## src/rtl/led_blink_pkg.sv

```systemverilog
package led_blink_pkg;
    localparam int DATA_W = 32;
    localparam int ADDR_W = 2;
    localparam int PRE_W  = 12;
    localparam int CNT_W  = 8;
    localparam int WDT_W  = 8;

    localparam logic [ADDR_W-1:0] A_CFG   = 2'd0;
    localparam logic [ADDR_W-1:0] A_LIMIT = 2'd1;
    localparam logic [ADDR_W-1:0] A_DELAY = 2'd2;

    localparam int UPD_BIT  = 6;
    localparam int SRST_BIT = 7;
    localparam logic [WDT_W-1:0] WDT_RST = 8'h14;

    typedef enum logic [1:0] {
        MODE_OFF    = 2'd0,
        MODE_BREATH = 2'd1,
        MODE_BLINK  = 2'd2,
        MODE_ON     = 2'd3
    } led_mode_e;

    typedef struct packed {
        logic [CNT_W-1:0] duty;
        logic [CNT_W-1:0] top_lvl;
        logic [PRE_W-1:0] presc;
        logic [PRE_W-1:0] presc_alt;
    } timing_set_t;

    function automatic logic [DATA_W-1:0] pack_limit(timing_set_t s);
        pack_limit = '0;
        pack_limit[2*CNT_W-1:0] = {s.top_lvl, s.duty};
    endfunction

    function automatic logic [DATA_W-1:0] pack_delay(timing_set_t s);
        pack_delay = '0;
        pack_delay[2*PRE_W-1:0] = {s.presc_alt, s.presc};
    endfunction
endpackage

```

## src/rtl/led_regs.sv

```systemverilog
module led_regs
    import led_blink_pkg::*;
(
    input  logic              clk,
    input  logic              rst,
    input  logic              wr_en,
    input  logic [ADDR_W-1:0] addr,
    input  logic [DATA_W-1:0] wdata,
    input  logic              wrap,
    output logic [DATA_W-1:0] rdata,
    output led_mode_e         mode,
    output timing_set_t       live,
    output logic              srst
);
    logic        cfg_wr, upd_pend, load;
    logic [3:0]  spare;
    logic [WDT_W-1:0] wdt;
    timing_set_t stage;

    assign cfg_wr = wr_en && (addr == A_CFG);
    assign srst   = cfg_wr && wdata[SRST_BIT];
    assign load   = upd_pend && ((mode != MODE_BLINK) || wrap);

    always_ff @(posedge clk) begin
        if (rst) begin
            mode     <= MODE_OFF;
            spare    <= '0;
            wdt      <= WDT_RST;
            upd_pend <= 1'b0;
            stage    <= '0;
            live     <= '0;
        end else begin
            if (load) live <= stage;
            upd_pend <= (upd_pend && !load) || (cfg_wr && wdata[UPD_BIT]);
            if (cfg_wr) begin
                mode  <= led_mode_e'(wdata[1:0]);
                spare <= wdata[5:2];
                wdt   <= wdata[8 +: WDT_W];
            end
            if (wr_en && addr == A_LIMIT) begin
                stage.duty    <= wdata[CNT_W-1:0];
                stage.top_lvl <= wdata[CNT_W +: CNT_W];
            end
            if (wr_en && addr == A_DELAY) begin
                stage.presc     <= wdata[PRE_W-1:0];
                stage.presc_alt <= wdata[PRE_W +: PRE_W];
            end
        end
    end

    always_comb begin
        rdata = '0;
        case (addr)
            A_CFG:   rdata[15:0] = {wdt, 1'b0, upd_pend, spare, mode};
            A_LIMIT: rdata = pack_limit(stage);
            A_DELAY: rdata = pack_delay(stage);
            default: rdata = '0;
        endcase
    end

    // a completed load leaves no request pending unless a new one arrives
    p_upd_clear_r6: assert property (@(posedge clk) disable iff (rst)
        (load && !(cfg_wr && wdata[UPD_BIT])) |=> !upd_pend);
    // in-use values move only on a load
    p_live_hold_r5: assert property (@(posedge clk) disable iff (rst)
        !load |=> $stable(live));
endmodule

```

## src/rtl/led_timebase.sv

```systemverilog
module led_timebase
    import led_blink_pkg::*;
(
    input  logic             clk,
    input  logic             rst,
    input  logic             tick,
    input  logic             run,
    input  logic             clr,
    input  logic [PRE_W-1:0] presc,
    output logic [CNT_W-1:0] phase,
    output logic             wrap
);
    localparam logic [CNT_W-1:0] PHASE_MAX = '1;

    logic [PRE_W-1:0] pcnt;
    logic             pre_done;

    assign pre_done = (pcnt == presc);
    assign wrap     = run && !clr && tick && pre_done && (phase == PHASE_MAX);

    always_ff @(posedge clk) begin
        if (rst || clr || !run) begin
            pcnt  <= '0;
            phase <= '0;
        end else if (tick) begin
            if (pre_done) begin
                pcnt  <= '0;
                phase <= phase + 1'b1;
            end else begin
                pcnt <= pcnt + 1'b1;
            end
        end
    end

    // counters parked at zero outside blink mode
    p_hold_zero_r2: assert property (@(posedge clk) disable iff (rst)
        !run |=> (phase == '0 && pcnt == '0));
    // prescaler never runs past its limit
    p_pre_bound_r3: assert property (@(posedge clk) disable iff (rst)
        pcnt <= presc);
    // no tick, no movement
    p_no_tick_r3: assert property (@(posedge clk) disable iff (rst)
        (run && !clr && !tick) |=> $stable(phase));
    // wrap returns the phase to zero
    p_wrap_zero_r3: assert property (@(posedge clk) disable iff (rst)
        wrap |=> (phase == '0));
    // soft reset zeroes both counters
    p_srst_r7: assert property (@(posedge clk) disable iff (rst)
        clr |=> (phase == '0 && pcnt == '0));
endmodule

```

## src/rtl/led_drive.sv

```systemverilog
module led_drive
    import led_blink_pkg::*;
(
    input  led_mode_e        mode,
    input  logic [CNT_W-1:0] phase,
    input  logic [CNT_W-1:0] duty,
    output logic             led
);
    localparam logic [CNT_W-1:0] DUTY_FULL = '1;

    always_comb begin
        unique case (mode)
            MODE_ON:    led = 1'b1;
            MODE_BLINK: led = (duty == DUTY_FULL) || (phase < duty);
            default:    led = 1'b0;
        endcase
    end
endmodule

```

## src/rtl/led_blink_ctrl.sv

```systemverilog
module led_blink_ctrl
    import led_blink_pkg::*;
(
    input  logic              clk,
    input  logic              rst,
    input  logic              tick,
    input  logic              wr_en,
    input  logic [ADDR_W-1:0] addr,
    input  logic [DATA_W-1:0] wdata,
    output logic [DATA_W-1:0] rdata,
    output logic              led_o
);
    led_mode_e        mode;
    timing_set_t      live;
    logic             srst, wrap;
    logic [CNT_W-1:0] phase;

    led_regs u_regs (
        .clk(clk), .rst(rst), .wr_en(wr_en), .addr(addr), .wdata(wdata),
        .wrap(wrap), .rdata(rdata), .mode(mode), .live(live), .srst(srst)
    );

    led_timebase u_tb (
        .clk(clk), .rst(rst), .tick(tick), .run(mode == MODE_BLINK),
        .clr(srst), .presc(live.presc), .phase(phase), .wrap(wrap)
    );

    led_drive u_drv (
        .mode(mode), .phase(phase), .duty(live.duty), .led(led_o)
    );

    // low in off and breathing codes
    p_low_modes_r2: assert property (@(posedge clk) disable iff (rst)
        (mode == MODE_OFF || mode == MODE_BREATH) |-> !led_o);
    // high in the always-on code
    p_high_mode_r2: assert property (@(posedge clk) disable iff (rst)
        (mode == MODE_ON) |-> led_o);
    // zero duty never lights the LED
    p_zero_duty_r4: assert property (@(posedge clk) disable iff (rst)
        (live.duty == '0) |-> (!led_o || mode == MODE_ON));
endmodule

```

## config.mk

```make
export PLATFORM = sky130hd
export DESIGN_NAME = led_blink_ctrl
export DESIGN_NICKNAME = d
export VERILOG_FILES = /design/src/rtl/led_blink_pkg.sv /design/src/rtl/led_regs.sv /design/src/rtl/led_timebase.sv /design/src/rtl/led_drive.sv /design/src/rtl/led_blink_ctrl.sv
export SDC_FILE = /design/constraint.sdc
export NUM_CORES = 1
export LEC_CHECK = 0
export ABC_AREA = 0
export BUFFER_PORTS_ARGS = -buffer_cell sky130_fd_sc_hd__buf_2
export CORE_MARGIN = 5
export CORE_UTILIZATION = 60
export CTS_BUF_LIST = sky130_fd_sc_hd__clkbuf_8
export DETAILED_ROUTE_END_ITERATION = 10
export GPL_ROUTABILITY_DRIVEN = 1
export PLACE_DENSITY = 0.84
export SLEW_MARGIN = 10
export SYNTH_ARGS = -nofsm -noshare
export SYNTH_HDL_FRONTEND = slang
export SYNTH_SLANG_ARGS = --single-unit
```

## constraint.sdc

```tcl
create_clock -name clk -period 2.7 [get_ports clk]
set_input_delay 0.54 -clock clk [delete_from_list [all_inputs] [get_ports clk]]
set_output_delay 0.54 -clock clk [all_outputs]
set_load 0.05 [all_outputs]
```

==> metrics.cfg <==
[sta]
rsz0062_at_grt=false
max_slew_margin_pct=50.3
slew_viol_final=0
finClkSkew_ps=11.1
hold_viol=0
timing.setup.tns_ps=0
finalSetupViolCount=0
period_share_pct=94.1
fin_crit_ps=2540
fmax_mhz=394
tightest_slew_ps=746

[finish]
final_cell_area_sq_mm=0.00478
regArea_sq_mm=0.00190
final_nets=617
diodes=0
utilization_pct=69.6
drive_gt1_share_pct=15.0
multi_input_area_sq_mm=0.00217
num-fill-cells=565
synthToLayoutAreaGrowth_pct=11.9

[place]
gp_congestion=0.802
place_area_sq_mm=0.00459
place_hpwl_um=6910
port_buffers=54

[clock_tree]
cts_setup_buffers=0
cts_tree=yes
clkLatencyLatePin_ps=370
clockBufferDepth=2
cts.root.buffer_cell=clkbuf_8
cts.htree.levels=3
cts_inserted_buffers=9
clock-sinks=95
cts.clk_slew.worst_paths_ps=100

[yosys]
async_flop_share_pct=0
synth_commonest_cells=nand2_1, dfxtp_1, a21oi_1, nor2_1, mux2i_1
synth_cell_types=33
post-synth-top-count-cell=nand2_1
postSynthAreaPerCell_sq_um=8.15
yosysSeqAreaShare_pct=44.5
yosysTopAreaCellShare_pct=44.5
netlist_instances=524
synth_area_leaders=dfxtp_1, nand2_1, mux2i_1
yosysWarningCount=0
synth_top_cell_by_area=dfxtp_1
ys.flop_type=dfxtp_1
synth_edf_count=0
syn_area_sq_mm=0.00427
ys_ff_latch=95

[setup_path]
end_kind=primary output
timing.critical_path.from_type=flop
path_class=reg2out
path_max_fanout=3
crit_slowest_cell=dfxtp_2
max_stage_delay_ps=340
crit_buf_inv=2
cp.arrival_ps=2000
crit_chain=inv_1, ha_1, a21o_1, a21o_1, a21oi_1, o21ai_0, a21oi_1, buf_4
cp_top_family=compound AO/OA/AOI/OAI gates
cp_data_required_time_ps=2160

[global_routing]
grt_pass1_wl_um=16600
grt_max_degree=76
grt.total_usage_pct=23.5
grt_overflow=0
grt_pass1_vias=3618
antenna_found_initial=0

[power]
ir_drop_uv=492
p_leak_nw=1.84
powerDensity_mw_per_mm2=538

[run]
drv_cap=0

[die]
design.core.area_sq_mm=0.00687
num_io_pins=71
rows=30
die_y_um=94.4
initial_core_util_pct=62.2
fp.dieW_um=94.4
die-area_sq_mm=0.00891

[routing]
drt_wl_total_um=9770
first_pass_iters=5
routedWlPerCell_um=14.6
dr_total_vias=3580
drtAntennaViolNets=0
drc=0
drt_iter0_markers=160
viasPerCell=5.34

[outcome]
status=complete, no violations

[hold_path]
hold_class=in2reg

==> worst min-delay path, delay by kind of cell <==
kind,cells,cell delay (ps)
and+or+nand+nor,1,40
AOI/OAI and AO/OA,1,50
buffers and inverters,1,90
==> sequential cells by signal (all words and copies together), names as in the netlist <==
register	count
u_regs.wdt	8
u_regs.spare	4
u_regs.upd_pend	1
u_tb.pcnt	12
u_regs.mode	2
u_regs.live	20
u_regs.stage	40
u_tb.phase	8
==> per-layer routing <==
| layer | global-route usage, % | wire length (um) |
|---|---|---|
| met5 | 0 | 0 |
| met4 | 10.5 | 209 |
| met3 | 4.86 | 411 |
| met2 | 40.5 | 4890 |
| met1 | 28.1 | 4270 |
==> report_power, final <==
group          total (mW)  switching [mW]  internal, mW
Sequential           1.45          0.0194          1.43
Combinational       0.247           0.173        0.0737
Clock               0.879           0.495         0.384
Total                2.57           0.688          1.89
==> repair_timing <==
action | CTS | global route
hold buffers | 0 | 0
endpoints found under the setup margin | 0 | 1
gates resized for setup | 0 | 3
==> kinds of logic (layout without fill, tap and decap cells) <==
family | after synthesis | after routing | share of synthesized area, %
buffers and inverters | 46 | 89 | 5.42
XOR/XNOR | 30 | 30 | 6.15
multiplexers | 37 | 37 | 8.67
AND/OR/NAND/NOR | 227 | 227 | 22.8
AO/OA/AOI/OAI | 79 | 79 | 9.72
adder cells (fa/ha/maj) | 9 | 9 | 2.64
other | 1 | 8 | 0.0878
flip-flops | 95 | 95 | 44.5
==> per-stage QoR <==
stage          cells  power (mW)  hold WS (ps)  setup WS, ps
4_1_cts          670        2.58           387          95.6
6_report         670        2.57           394           160
3_3_place_gp     655        1.72           437           508
3_5_place_dp     655        1.72           444           488
5_1_grt          670        2.67           395          17.6
2_1_floorplan    531        1.65           432           121
==> layout make-up <==
type / instances / area share (%)
sequential: 95 / 39.8
timing repair buffer: 67 / 8.01
clock inverter: 4 / 0.628
clock buffer: 11 / 3.17
tap: 96 / 2.51
inverter: 7 / 0.550
multi-input combinational: 390 / 45.3
==> layout by cell type (no fill, tap or decap), types with 2 or more instances in the layout <==
master	n
a21oi_1	56
conb_1	8
nor2_1	47
dfxtp_1	94
ha_1	9
mux2i_1	37
nor2b_1	2
and3_1	3
o21ai_1	10
buf_4	13
nand4_1	9
and2_1	12
o21ai_0	7
nand3b_1	2
xnor2_1	17
xor2_1	13
nand2b_1	2
clkbuf_8	11
nand3_1	8
a21o_1	2
inv_1	7
buf_2	53
nand2_1	137
==> worst paths after layout <==
check                               start                           end  slack (ps)  cells after the start
max          u_regs.live[33]$_SDFFE_PP0P_                         led_o         160                      8
min                             wdata[16]  u_regs.stage[4]$_SDFFE_PP0P_         390                      3
max reg2reg     u_tb.pcnt[3]$_SDFFE_PP0P_  u_regs.live[35]$_SDFFE_PP0P_         620                      7
min reg2reg  u_regs.stage[7]$_SDFFE_PP0P_  u_regs.stage[7]$_SDFFE_PP0P_         460                      2
No activity file was read; power rests on OpenSTA's default activity.
